### config.mk
export PLATFORM = sky130hd
export DESIGN_NAME = dma_prio_arbiter
export DESIGN_NICKNAME = d
export VERILOG_FILES = /design/src/rtl/dma_prio_arbiter_pkg.sv /design/src/rtl/dma_arb_req_merge.sv /design/src/rtl/dma_arb_pick.sv /design/src/rtl/dma_arb_grant_hold.sv /design/src/rtl/dma_prio_arbiter.sv
export SDC_FILE = /design/constraint.sdc
export NUM_CORES = 1
export LEC_CHECK = 0
export ABC_AREA = 1
export BUFFER_PORTS_ARGS = -buffer_cell sky130_fd_sc_hd__buf_4
export CORE_MARGIN = 10
export CORE_UTILIZATION = 50
export CTS_BUF_LIST = sky130_fd_sc_hd__clkbuf_2 sky130_fd_sc_hd__clkbuf_4 sky130_fd_sc_hd__clkbuf_8
export DETAILED_ROUTE_END_ITERATION = 10
export GPL_TIMING_DRIVEN = 0
export PLACE_DENSITY = 0.79
export RECOVER_POWER = 50
export SYNTH_ARGS = -nofsm -noshare
export SYNTH_HDL_FRONTEND = slang
export SYNTH_SLANG_ARGS = --single-unit
### constraint.sdc
create_clock -name clk -period 2.42 [get_ports clk]
set_input_delay 0.242 -clock clk [delete_from_list [all_inputs] [get_ports clk]]
set_output_delay 0.242 -clock clk [all_outputs]
set_load 0.005 [all_outputs]
### src/rtl/dma_prio_arbiter_pkg.sv
package dma_prio_arbiter_pkg;

  localparam int PRIO_W = 2;
  localparam int NLVL   = 1 << PRIO_W;

  typedef enum logic [PRIO_W-1:0] {
    LVL_LOW   = 2'd0,
    LVL_MED   = 2'd1,
    LVL_HIGH  = 2'd2,
    LVL_VHIGH = 2'd3
  } prio_lvl_e;

  // a outranks b: higher level, or same level and lower index
  function automatic logic outranks(input logic [PRIO_W-1:0] a_lvl, input int a_idx,
                                    input logic [PRIO_W-1:0] b_lvl, input int b_idx);
    if (a_lvl > b_lvl) return 1'b1;
    if (a_lvl == b_lvl && a_idx < b_idx) return 1'b1;
    return 1'b0;
  endfunction

endpackage

### src/rtl/dma_arb_req_merge.sv
module dma_arb_req_merge #(
  parameter int NUM_CH = 8
) (
  input  logic              clk,
  input  logic              rst_n,
  input  logic [NUM_CH-1:0] hw_req,
  input  logic [NUM_CH-1:0] sw_trig,
  input  logic [NUM_CH-1:0] chan_en,
  input  logic [NUM_CH-1:0] take,
  output logic [NUM_CH-1:0] req_vec,
  output logic [NUM_CH-1:0] sw_pend
);

  logic [NUM_CH-1:0] sw_pend_nxt;

  // a trigger counts in its own cycle and afterwards while latched
  assign req_vec     = (hw_req | sw_pend | sw_trig) & chan_en;
  assign sw_pend_nxt = (sw_pend | sw_trig) & chan_en & ~take;

  always_ff @(posedge clk or negedge rst_n) begin
    if (!rst_n) sw_pend <= '0;
    else        sw_pend <= sw_pend_nxt;
  end


  sw_clear_on_take_chk: assert property (@(posedge clk) disable iff (!rst_n)
    (|take) |=> ((sw_pend & $past(take)) == '0));


  sw_drop_disabled_chk: assert property (@(posedge clk) disable iff (!rst_n)
    1'b1 |=> ((sw_pend & ~$past(chan_en)) == '0));

endmodule

### src/rtl/dma_arb_pick.sv
module dma_arb_pick
  import dma_prio_arbiter_pkg::*;
#(
  parameter int NUM_CH = 8,
  localparam int IW    = (NUM_CH > 1) ? $clog2(NUM_CH) : 1
) (
  input  logic [NUM_CH-1:0]        req,
  input  logic [NUM_CH*PRIO_W-1:0] lvl_flat,
  output logic [NUM_CH-1:0]        win,
  output logic [IW-1:0]            win_idx
);

  logic [NUM_CH-1:0] lvl_hit [NLVL];
  logic [NUM_CH-1:0] top_set;

  function automatic logic [NUM_CH-1:0] lowest_one(input logic [NUM_CH-1:0] v);
    return v & (~v + NUM_CH'(1));
  endfunction

  function automatic logic [IW-1:0] oh_to_idx(input logic [NUM_CH-1:0] oh);
    logic [IW-1:0] r;
    r = '0;
    for (int c = 0; c < NUM_CH; c++)
      if (oh[c]) r = r | IW'(c);
    return r;
  endfunction

  // one request mask per priority level
  for (genvar l = 0; l < NLVL; l++) begin : g_lvl
    for (genvar c = 0; c < NUM_CH; c++) begin : g_ch
      assign lvl_hit[l][c] = req[c] & (lvl_flat[c*PRIO_W +: PRIO_W] == PRIO_W'(l));
    end
  end

  // highest non-empty level wins; later (higher) levels override
  always_comb begin
    top_set = '0;
    for (int l = 0; l < NLVL; l++)
      if (|lvl_hit[l]) top_set = lvl_hit[l];
  end

  assign win     = lowest_one(top_set);
  assign win_idx = oh_to_idx(win);

endmodule

### src/rtl/dma_arb_grant_hold.sv
module dma_arb_grant_hold #(
  parameter int NUM_CH = 8,
  localparam int IW    = (NUM_CH > 1) ? $clog2(NUM_CH) : 1
) (
  input  logic              clk,
  input  logic              rst_n,
  input  logic              beat_done,
  input  logic [NUM_CH-1:0] win,
  input  logic [IW-1:0]     win_idx,
  output logic              upd,
  output logic [NUM_CH-1:0] grant,
  output logic [IW-1:0]     grant_idx,
  output logic              grant_valid
);

  // re-evaluate only when idle or at the end of a beat
  assign upd = !grant_valid || beat_done;

  always_ff @(posedge clk or negedge rst_n) begin
    if (!rst_n) begin
      grant       <= '0;
      grant_idx   <= '0;
      grant_valid <= 1'b0;
    end else if (upd) begin
      grant       <= win;
      grant_idx   <= win_idx;
      grant_valid <= |win;
    end
  end


  hold_mid_beat_chk: assert property (@(posedge clk) disable iff (!rst_n)
    (grant_valid && !beat_done) |=> ($stable(grant) && $stable(grant_idx) && grant_valid));


  grant_onehot_chk: assert property (@(posedge clk) disable iff (!rst_n)
    grant_valid |-> ($onehot(grant) && grant[grant_idx]));


  idle_empty_chk: assert property (@(posedge clk) disable iff (!rst_n)
    (upd && win == '0) |=> (!grant_valid && grant == '0 && grant_idx == '0));

endmodule

### src/rtl/dma_prio_arbiter.sv
module dma_prio_arbiter
  import dma_prio_arbiter_pkg::*;
#(
  parameter int NUM_CH = 8,
  localparam int IW    = (NUM_CH > 1) ? $clog2(NUM_CH) : 1
) (
  input  logic                     clk,
  input  logic                     rst_n,
  input  logic [NUM_CH-1:0]        hw_req,
  input  logic [NUM_CH-1:0]        sw_trig,
  input  logic [NUM_CH-1:0]        chan_en,
  input  logic [NUM_CH*PRIO_W-1:0] prio_lvl,
  input  logic                     beat_done,
  output logic [NUM_CH-1:0]        grant,
  output logic [IW-1:0]            grant_idx,
  output logic                     grant_valid
);

  logic [NUM_CH-1:0] req_vec;
  logic [NUM_CH-1:0] sw_pend;
  logic [NUM_CH-1:0] win;
  logic [IW-1:0]     win_idx;
  logic [NUM_CH-1:0] take;
  logic              upd;
  logic              outranked;

  dma_arb_req_merge #(.NUM_CH(NUM_CH)) u_merge (
    .clk     (clk),
    .rst_n   (rst_n),
    .hw_req  (hw_req),
    .sw_trig (sw_trig),
    .chan_en (chan_en),
    .take    (take),
    .req_vec (req_vec),
    .sw_pend (sw_pend)
  );

  dma_arb_pick #(.NUM_CH(NUM_CH)) u_pick (
    .req      (req_vec),
    .lvl_flat (prio_lvl),
    .win      (win),
    .win_idx  (win_idx)
  );

  dma_arb_grant_hold #(.NUM_CH(NUM_CH)) u_hold (
    .clk         (clk),
    .rst_n       (rst_n),
    .beat_done   (beat_done),
    .win         (win),
    .win_idx     (win_idx),
    .upd         (upd),
    .grant       (grant),
    .grant_idx   (grant_idx),
    .grant_valid (grant_valid)
  );

  // channel whose grant is being issued this cycle
  assign take = upd ? win : '0;

  // independent ranking check: no requester beats the chosen winner
  always_comb begin
    outranked = 1'b0;
    for (int c = 0; c < NUM_CH; c++)
      if (req_vec[c] && outranks(prio_lvl[c*PRIO_W +: PRIO_W], c,
                                 prio_lvl[int'(win_idx)*PRIO_W +: PRIO_W], int'(win_idx)))
        outranked = 1'b1;
  end


  prio_rank_chk: assert property (@(posedge clk) disable iff (!rst_n)
    (|req_vec) |-> (!outranked && req_vec[win_idx]));


  granted_enabled_chk: assert property (@(posedge clk) disable iff (!rst_n)
    (upd && |req_vec) |=> ((grant & $past(chan_en)) != '0));


  idle_serves_hw_chk: assert property (@(posedge clk) disable iff (!rst_n)
    (!grant_valid && |(hw_req & chan_en)) |=> grant_valid);

endmodule

; ---- Yosys cells after proc, flatten, opt, wreduce, memory -nomap -nowiden
; Cells that the tools add are included.
[totals]
regBits = 20
latchBits = 0
ram_bits = 0
rom_bits = 0
input_bits = 43
out_inout_bits = 12
word_cells = 97
memories = 0
[classes]
addsub = 1
n_mul = 0
div = 0
order_cmp = 0
eq_ne = 24
n_shift = 0
mux = 12
bitwise_logic = 41
reduce_logical = 15
[ops]
columns = cell, count
row1 = $mux 8, 5
row2 = $reduce_or 8->1, 5
row3 = $and 1x1->1, 32
row4 = $and 8x8->8, 4
row5 = $eq 2x2->1 const B, 16
row6 = $or 8x8->8, 3
row7 = $eq 2x1->1 const B, 8
row8 = $logic_not 2->1, 8
row9 = $not 8->8, 2
row10 = $mux 3, 4
row11 = $add 8x1->8 const B, 1
row12 = $mux 2, 2
row13 = $logic_not 1->1, 1
row14 = $logic_or 1x1->1, 1
row15 = $mux 1, 1

; ---- Longest topological paths before layout
[logic_depth]
ltp_word = 19
depth_mapped = 17
depth_no_buf = 17

; ---- Cells and area by module
; A second synthesis with hierarchy kept.
[unflattened]
hier_cells = 278
area_unflattened_um2 = 1780.5
[by_module_without_submodules]
columns = mod, n_inst, cells_each, area_per_inst_um2, seq_area_each_um2
row1 = dma_arb_pick, 1, 156, 817.0, 0.0
row2 = dma_arb_grant_hold, 1, 57, 488.0, 300.3
row3 = dma_arb_req_merge, 1, 48, 410.4, 200.2
row4 = dma_prio_arbiter, 1, 17, 65.1, 0.0

; ---- Least setup slack after synthesis
; No wires, ideal clock.
[synth_timing]
path_type = reg2reg
from = register u_merge.sw_pend[4]
to = register u_hold.grant_valid
setup_ns = 0.122
arrival_time_ns = 1.624
required_ns = 2.298
slack_ns = 0.675
stages_incl_launch_ff = 17
path_buffers = 0
synth_period_minus_slack_ns = 1.745
path_cell_list = dfrtp_1 > nor2_4 > nand2_4 > nand4_2 > nand2_2 > nor2_4 > nand2_4 > a21oi_1 > nand2_1 > nand2_2 > inv_2 > nand2_2 > nor2_4 > nand2_2 > nand2_1 > nor2_2 > nand2_1
[synth_between]
elab_chain_cells = 13
word_cells_on_any_way = 19
cone_classes = add/sub: 1 / mux: 4 / bitwise: 9 / reduce/logical: 5
[synth_rtl]
columns = item, line
row1 = start: declaration, dma_arb_req_merge.sv:11  ; output logic [NUM_CH-1:0] sw_pend
row2 = start signal: assignment, dma_arb_req_merge.sv:22  ; else sw_pend <= sw_pend_nxt;
row3 = $or 8x8->8 * (2 in series), dma_arb_req_merge.sv:17  ; assign req_vec = (hw_req | sw_pend | sw_trig) & chan_en;
row4 = $and 8x8->8 *, dma_arb_req_merge.sv:17
row5 = $and 1x1->1, dma_arb_pick.sv:31  ; assign lvl_hit[l][c] = req[c] & (lvl_flat[c*PRIO_W +: PRIO_W] == PRIO_W'(l));
row6 = $reduce_or 8->1, dma_arb_pick.sv:39  ; if (|lvl_hit[l]) top_set = lvl_hit[l];
row7 = $mux 8 (3 in series), dma_arb_pick.sv:39
row8 = $mux 8 *, dma_arb_pick.sv:39
row9 = $not 8->8, dma_arb_pick.sv:17  ; return v & (~v + NUM_CH'(1));
row10 = $add 8x1->8, dma_arb_pick.sv:17
row11 = $and 8x8->8 *, dma_arb_pick.sv:17
row12 = $reduce_or 8->1 *, dma_arb_grant_hold.sv:27  ; grant_valid <= |win;
row13 = end signal: assignment, dma_arb_grant_hold.sv:27
row14 = end: declaration, dma_arb_grant_hold.sv:13  ; output logic grant_valid
; Every way passes the cells marked *; elsewhere a longest branch is shown, timed or not.
; A chain may end at the register's enable or synchronous reset.

; ---- Final worst setup path
[layout_timing]
from = register u_merge.sw_pend[0]
to = register u_merge.sw_pend[6]
[layout_between]
elab_chain_cells = 15
word_cells_on_any_way = 21
cone_classes = add/sub: 1 / mux: 5 / bitwise: 11 / reduce/logical: 4
[layout_rtl]
columns = item, line
row1 = $or 8x8->8 * (2 in series), dma_arb_req_merge.sv:17
row2 = $and 8x8->8 *, dma_arb_req_merge.sv:17
row3 = $and 1x1->1, dma_arb_pick.sv:31
row4 = $reduce_or 8->1, dma_arb_pick.sv:39
row5 = $mux 8 (3 in series), dma_arb_pick.sv:39
row6 = $mux 8 *, dma_arb_pick.sv:39
row7 = $not 8->8, dma_arb_pick.sv:17
row8 = $add 8x1->8, dma_arb_pick.sv:17
row9 = $and 8x8->8 *, dma_arb_pick.sv:17
row10 = $mux 8 *, dma_prio_arbiter.sv:58  ; assign take = upd ? win : '0;
row11 = $not 8->8 *, dma_arb_req_merge.sv:18  ; assign sw_pend_nxt = (sw_pend | sw_trig) & chan_en & ~take;
row12 = $and 8x8->8 *, dma_arb_req_merge.sv:18
row13 = via u_merge.sw_pend_nxt[6], dma_arb_req_merge.sv:14  ; logic [NUM_CH-1:0] sw_pend_nxt;
; The timed path passes the listed nets; every way through them passes the cells marked *.

==> tab_implementation.tex <==
\begin{tabular}{lr}
\hline
Metric & Value \\
\hline
\multicolumn{2}{l}{\textbf{Status}} \\
\quad Outcome & completed \\
\multicolumn{2}{l}{\textbf{Critical path}} \\
\quad Reg-to-reg startpoint & u\_merge.sw\_pend[0] \\
\quad Data required time at the worst endpoint & 2640 ps \\
\quad Element type at the critical path end & flop \\
\quad Data arrival, critical path & 2290 ps \\
\quad Worst flop-to-flop path endpoint & u\_merge.sw\_pend[6] \\
\quad Depth of the worst register-to-register path & 14 \\
\quad CP startpoint kind & flop \\
\quad Critical path class & flop to flop \\
\quad Register-to-register path setup slack & 350 ps \\
\quad Maximum fanout along the worst path & 8 \\
\multicolumn{2}{l}{\textbf{Global route}} \\
\quad Number of antenna violations at the first check in global routing & 0 \\
\quad Largest net degree at the start of global routing & 21 \\
\quad Wire length of the first global-routing pass & 7.39 mm \\
\quad Aggregate global routing overflow & 0 \\
\quad Vias in the first global route & 1,696 \\
\quad Overall global routing resource usage & 0.142 \\
\multicolumn{2}{l}{\textbf{Logic synthesis}} \\
\quad Commonest register cell after synthesis & sky130\_fd\_sc\_hd\_\_dfrtp\_1 \\
\quad Cell count after synthesis & 270 \\
\quad Number of nets in the synthesized netlist & 313 \\
\quad Mean Syn Cell Area & 6.43 um2 \\
\quad Sequential share of the synthesized area & 0.288 \\
\quad Post-synth ARST share & 1.00 \\
\quad Synth unique cells & 26 \\
\quad Synthesis Warnings & 0 \\
\quad Synth Register Bits & 20 \\
\quad Cell area after synthesis & 1740 um2 \\
\quad EDFF count, synth & 0 \\
\multicolumn{2}{l}{\textbf{Routing}} \\
\quad Detailed Route Iter0 Violations & 92 \\
\quad Total iterations of the first detailed-routing run & 4 \\
\quad DR vias/cell & 4.90 \\
\quad Post-detailed-route count of antenna-violating nets & 0 \\
\quad Routed wire length & 4.55 mm \\
\quad \# DRC & 0 \\
\quad Post-DR wirelength/cell & 12.1 um \\
\quad Overall via count from detail\_route & 1,836 \\
\multicolumn{2}{l}{\textbf{Floorplanning}} \\
\quad Number of placement rows & 21 \\
\quad I/O pin count & 55 \\
\quad Height of the die & 78.9 um \\
\quad Chip width & 78.9 um \\
\quad Die area & 6230 um2 \\
\quad Initial core utilization & 0.520 \\
\quad Std-Cell Core Area & 3340 um2 \\
\multicolumn{2}{l}{\textbf{Timing}} \\
\quad Portion of the clock cycle consumed by the worst path in the final layout & 0.857 \\
\quad Slew Viols, Final & 0 \\
\quad Slew of the pin with the lowest slew margin & 1120 ps \\
\quad Setup repair after global routing missed its margin & false \\
\quad Hold violation count in the final report & 0 \\
\quad Endpoints failing setup & 0 \\
\quad Final critical-path required period & 2070 ps \\
\quad Worst Clk Skew & 4.82 ps \\
\quad Final worst setup slack & 346 ps \\
\quad Highest Clock Rate & 482 MHz \\
\quad Tightest slew margin relative to the limit & 0.250 \\
\quad Final setup TNS & 0 ps \\
\multicolumn{2}{l}{\textbf{Cells and area}} \\
\quad Layout cells sized above 1 & 0.301 \\
\quad Number of fill cells in the layout & 322 \\
\quad Final Net Count & 373 \\
\quad Diodes inserted & 0 \\
\quad Final non-filler cell total & 375 \\
\quad Relative area change from synthesis to final layout & 30.1\% \\
\multicolumn{2}{l}{\textbf{Hold path}} \\
\quad Kind of path behind the tightest hold check & primary input to flop \\
\quad Depth of the worst hold-timing path & 3 \\
\quad Origin of the worst min-delay path & sw\_trig[4] \\
\quad End of the worst hold path & u\_merge.sw\_pend[4] \\
\multicolumn{2}{l}{\textbf{Clock tree}} \\
\quad Number of cells upsized or downsized after cts & 0 \\
\quad Max clock buf depth & 2 \\
\quad CTS tree & yes \\
\quad H-tree Lvls & 1 \\
\quad Number of clock sinks & 20 \\
\quad Clock transition at the register clock pins on the worst setup and hold paths after CTS & 130 ps \\
\quad Number of buffers created by CTS & 3 \\
\quad Clock root buffer & sky130\_fd\_sc\_hd\_\_clkbuf\_4 \\
\quad Clock latency on the worst-skew pair & 310 ps \\
\quad Number of buffers inserted by post-CTS setup repair & 0 \\
\multicolumn{2}{l}{\textbf{Placed design}} \\
\quad RD Place Congestion & 0.891 \\
\quad Final HPWL from detailed placement & 3.76 mm \\
\quad Minimum setup slack after placement & 374 ps \\
\quad Quantity of I/O buffers inserted on ports & 54 \\
\quad Number of placed instances, taps included & 370 \\
\multicolumn{2}{l}{\textbf{Flow run}} \\
\quad Total of max-cap violations & 0 \\
\multicolumn{2}{l}{\textbf{Power}} \\
\quad Worst supply voltage drop on vdd & 0.315 mV \\
\quad Pleak & 1.35 nW \\
\quad Pwr/cell area & 516 nW/um2 \\
\hline
\end{tabular}
per-stage QoR:
step	hold WS (ps)	util	total power [mW]	instance area [um2]
6_report	153	0.676	1.17	2260
5_1_grt	153	0.676	1.25	2260
4_1_cts	140	0.678	1.18	2260
3_5_place_dp	136	0.659	0.894	2200
3_3_place_gp	139	0.659	0.885	2200
2_1_floorplan	-53.6	-	0.701	1740
state kept, by name, summed over array words and instances (netlist names):
signal / cells
u_hold.grant: 8
u_hold.grant_valid: 1
u_hold.grant_idx: 3
u_merge.sw_pend: 8
repair_timing:
item	4_1_cts	5_1_grt
endpoints found under the hold margin	20	0
setup endpoints to repair	0	0
hold buffers	1	0
how the worst max path moves through the flow:
stage	from	end	slack, ps
floorplan	u_merge.sw_pend[4]	u_hold.grant_valid	670
global placement	u_merge.sw_pend[0]	u_merge.sw_pend[6]	400
detailed placement	u_merge.sw_pend[0]	u_merge.sw_pend[6]	370
CTS	u_merge.sw_pend[4]	u_merge.sw_pend[6]	350
global route	u_merge.sw_pend[7]	u_merge.sw_pend[6]	160
finish	u_merge.sw_pend[0]	u_merge.sw_pend[6]	350
worst max-delay path, cell delays in order (launching register included):
cell	delay [ps]
sky130_fd_sc_hd__dfrtp_1	400
sky130_fd_sc_hd__nor2_1	110
sky130_fd_sc_hd__nand2_1	110
sky130_fd_sc_hd__nand3b_1	140
sky130_fd_sc_hd__nand2_1	100
sky130_fd_sc_hd__nor2_4	190
sky130_fd_sc_hd__nand2_1	70
sky130_fd_sc_hd__nand2_1	60
sky130_fd_sc_hd__nand2_1	50
sky130_fd_sc_hd__nand2_1	60
sky130_fd_sc_hd__nand2_1	100
sky130_fd_sc_hd__nor3_2	220
sky130_fd_sc_hd__nand3_1	170
sky130_fd_sc_hd__o211ai_1	160
sky130_fd_sc_hd__inv_2	40
cells by family (layout without fill, tap and decap cells):
logic type      after synthesis  in the layout  share of synthesized area
simple gates                191            191                      0.558
buf+inv                      41            100                     0.0894
flops                        20             20                      0.288
compound gates               18             18                     0.0642
metal layers:
| metal | vias to the layer above | wire (um) | track usage |
|---|---|---|---|
| met2 | 45 | 2070 | 0.236 |
| met1 | 805 | 2130 | 0.174 |
| met4 | 0 | 63 | 0.0412 |
| met3 | 6 | 278 | 0.0394 |
| li1 | 980 | - | - |
| met5 | - | 0 | 0 |
report_power, final:
group / switching (mW) / total [mW] / internal (mW)
clock network: 0.115 / 0.282 / 0.167
logic: 0.268 / 0.471 / 0.203
registers: 0.0279 / 0.412 / 0.384
total: 0.411 / 1.17 / 0.755
cell type report:
class                   count  area, um2  area share
inverters                  39        148      0.0654
well taps                  46       57.6      0.0255
multi-input cells         209       1080       0.478
plain buffers               2       7.51     0.00333
clock buffers               3       22.5     0.00998
flip-flops and latches     20        500       0.222
repair buffers             55        412       0.182
clock inverters             1       30.0      0.0133
cell usage after synthesis, types with 5 or more instances:
cell type	number	area [um2]
sky130_fd_sc_hd__inv_2	5	18.8
sky130_fd_sc_hd__nand2_2	10	62.6
sky130_fd_sc_hd__inv_1	33	124
sky130_fd_sc_hd__nand2_1	73	274
sky130_fd_sc_hd__nor2_2	10	62.6
sky130_fd_sc_hd__nor2_4	6	67.6
sky130_fd_sc_hd__a21oi_1	6	30.0
sky130_fd_sc_hd__nand3_1	36	180
sky130_fd_sc_hd__nor2_1	36	135
sky130_fd_sc_hd__dfrtp_1	20	500
sky130_fd_sc_hd__nand4_1	7	43.8
layout by cell type (no fill, tap or decap):
cell,count
sky130_fd_sc_hd__a21oi_1,6
sky130_fd_sc_hd__a31oi_1,1
sky130_fd_sc_hd__buf_4,47
sky130_fd_sc_hd__bufinv_16,1
sky130_fd_sc_hd__clkbuf_1,3
sky130_fd_sc_hd__clkbuf_4,9
sky130_fd_sc_hd__clkinv_2,1
sky130_fd_sc_hd__dfrtp_1,20
sky130_fd_sc_hd__dlygate4sd3_1,1
sky130_fd_sc_hd__inv_1,33
sky130_fd_sc_hd__inv_2,5
sky130_fd_sc_hd__nand2_1,73
sky130_fd_sc_hd__nand2_2,10
sky130_fd_sc_hd__nand2_4,4
sky130_fd_sc_hd__nand3_1,36
sky130_fd_sc_hd__nand3_2,2
sky130_fd_sc_hd__nand3b_1,3
sky130_fd_sc_hd__nand3b_4,1
sky130_fd_sc_hd__nand4_1,7
sky130_fd_sc_hd__nand4_2,2
sky130_fd_sc_hd__nor2_1,36
sky130_fd_sc_hd__nor2_2,10
sky130_fd_sc_hd__nor2_4,6
sky130_fd_sc_hd__nor3_2,1
sky130_fd_sc_hd__o211a_1,1
sky130_fd_sc_hd__o211ai_1,4
sky130_fd_sc_hd__o21a_1,1
sky130_fd_sc_hd__o21ai_0,3
sky130_fd_sc_hd__o21ai_1,1
sky130_fd_sc_hd__o21bai_1,1
Note: power is estimated with default switching activity, not from simulation.
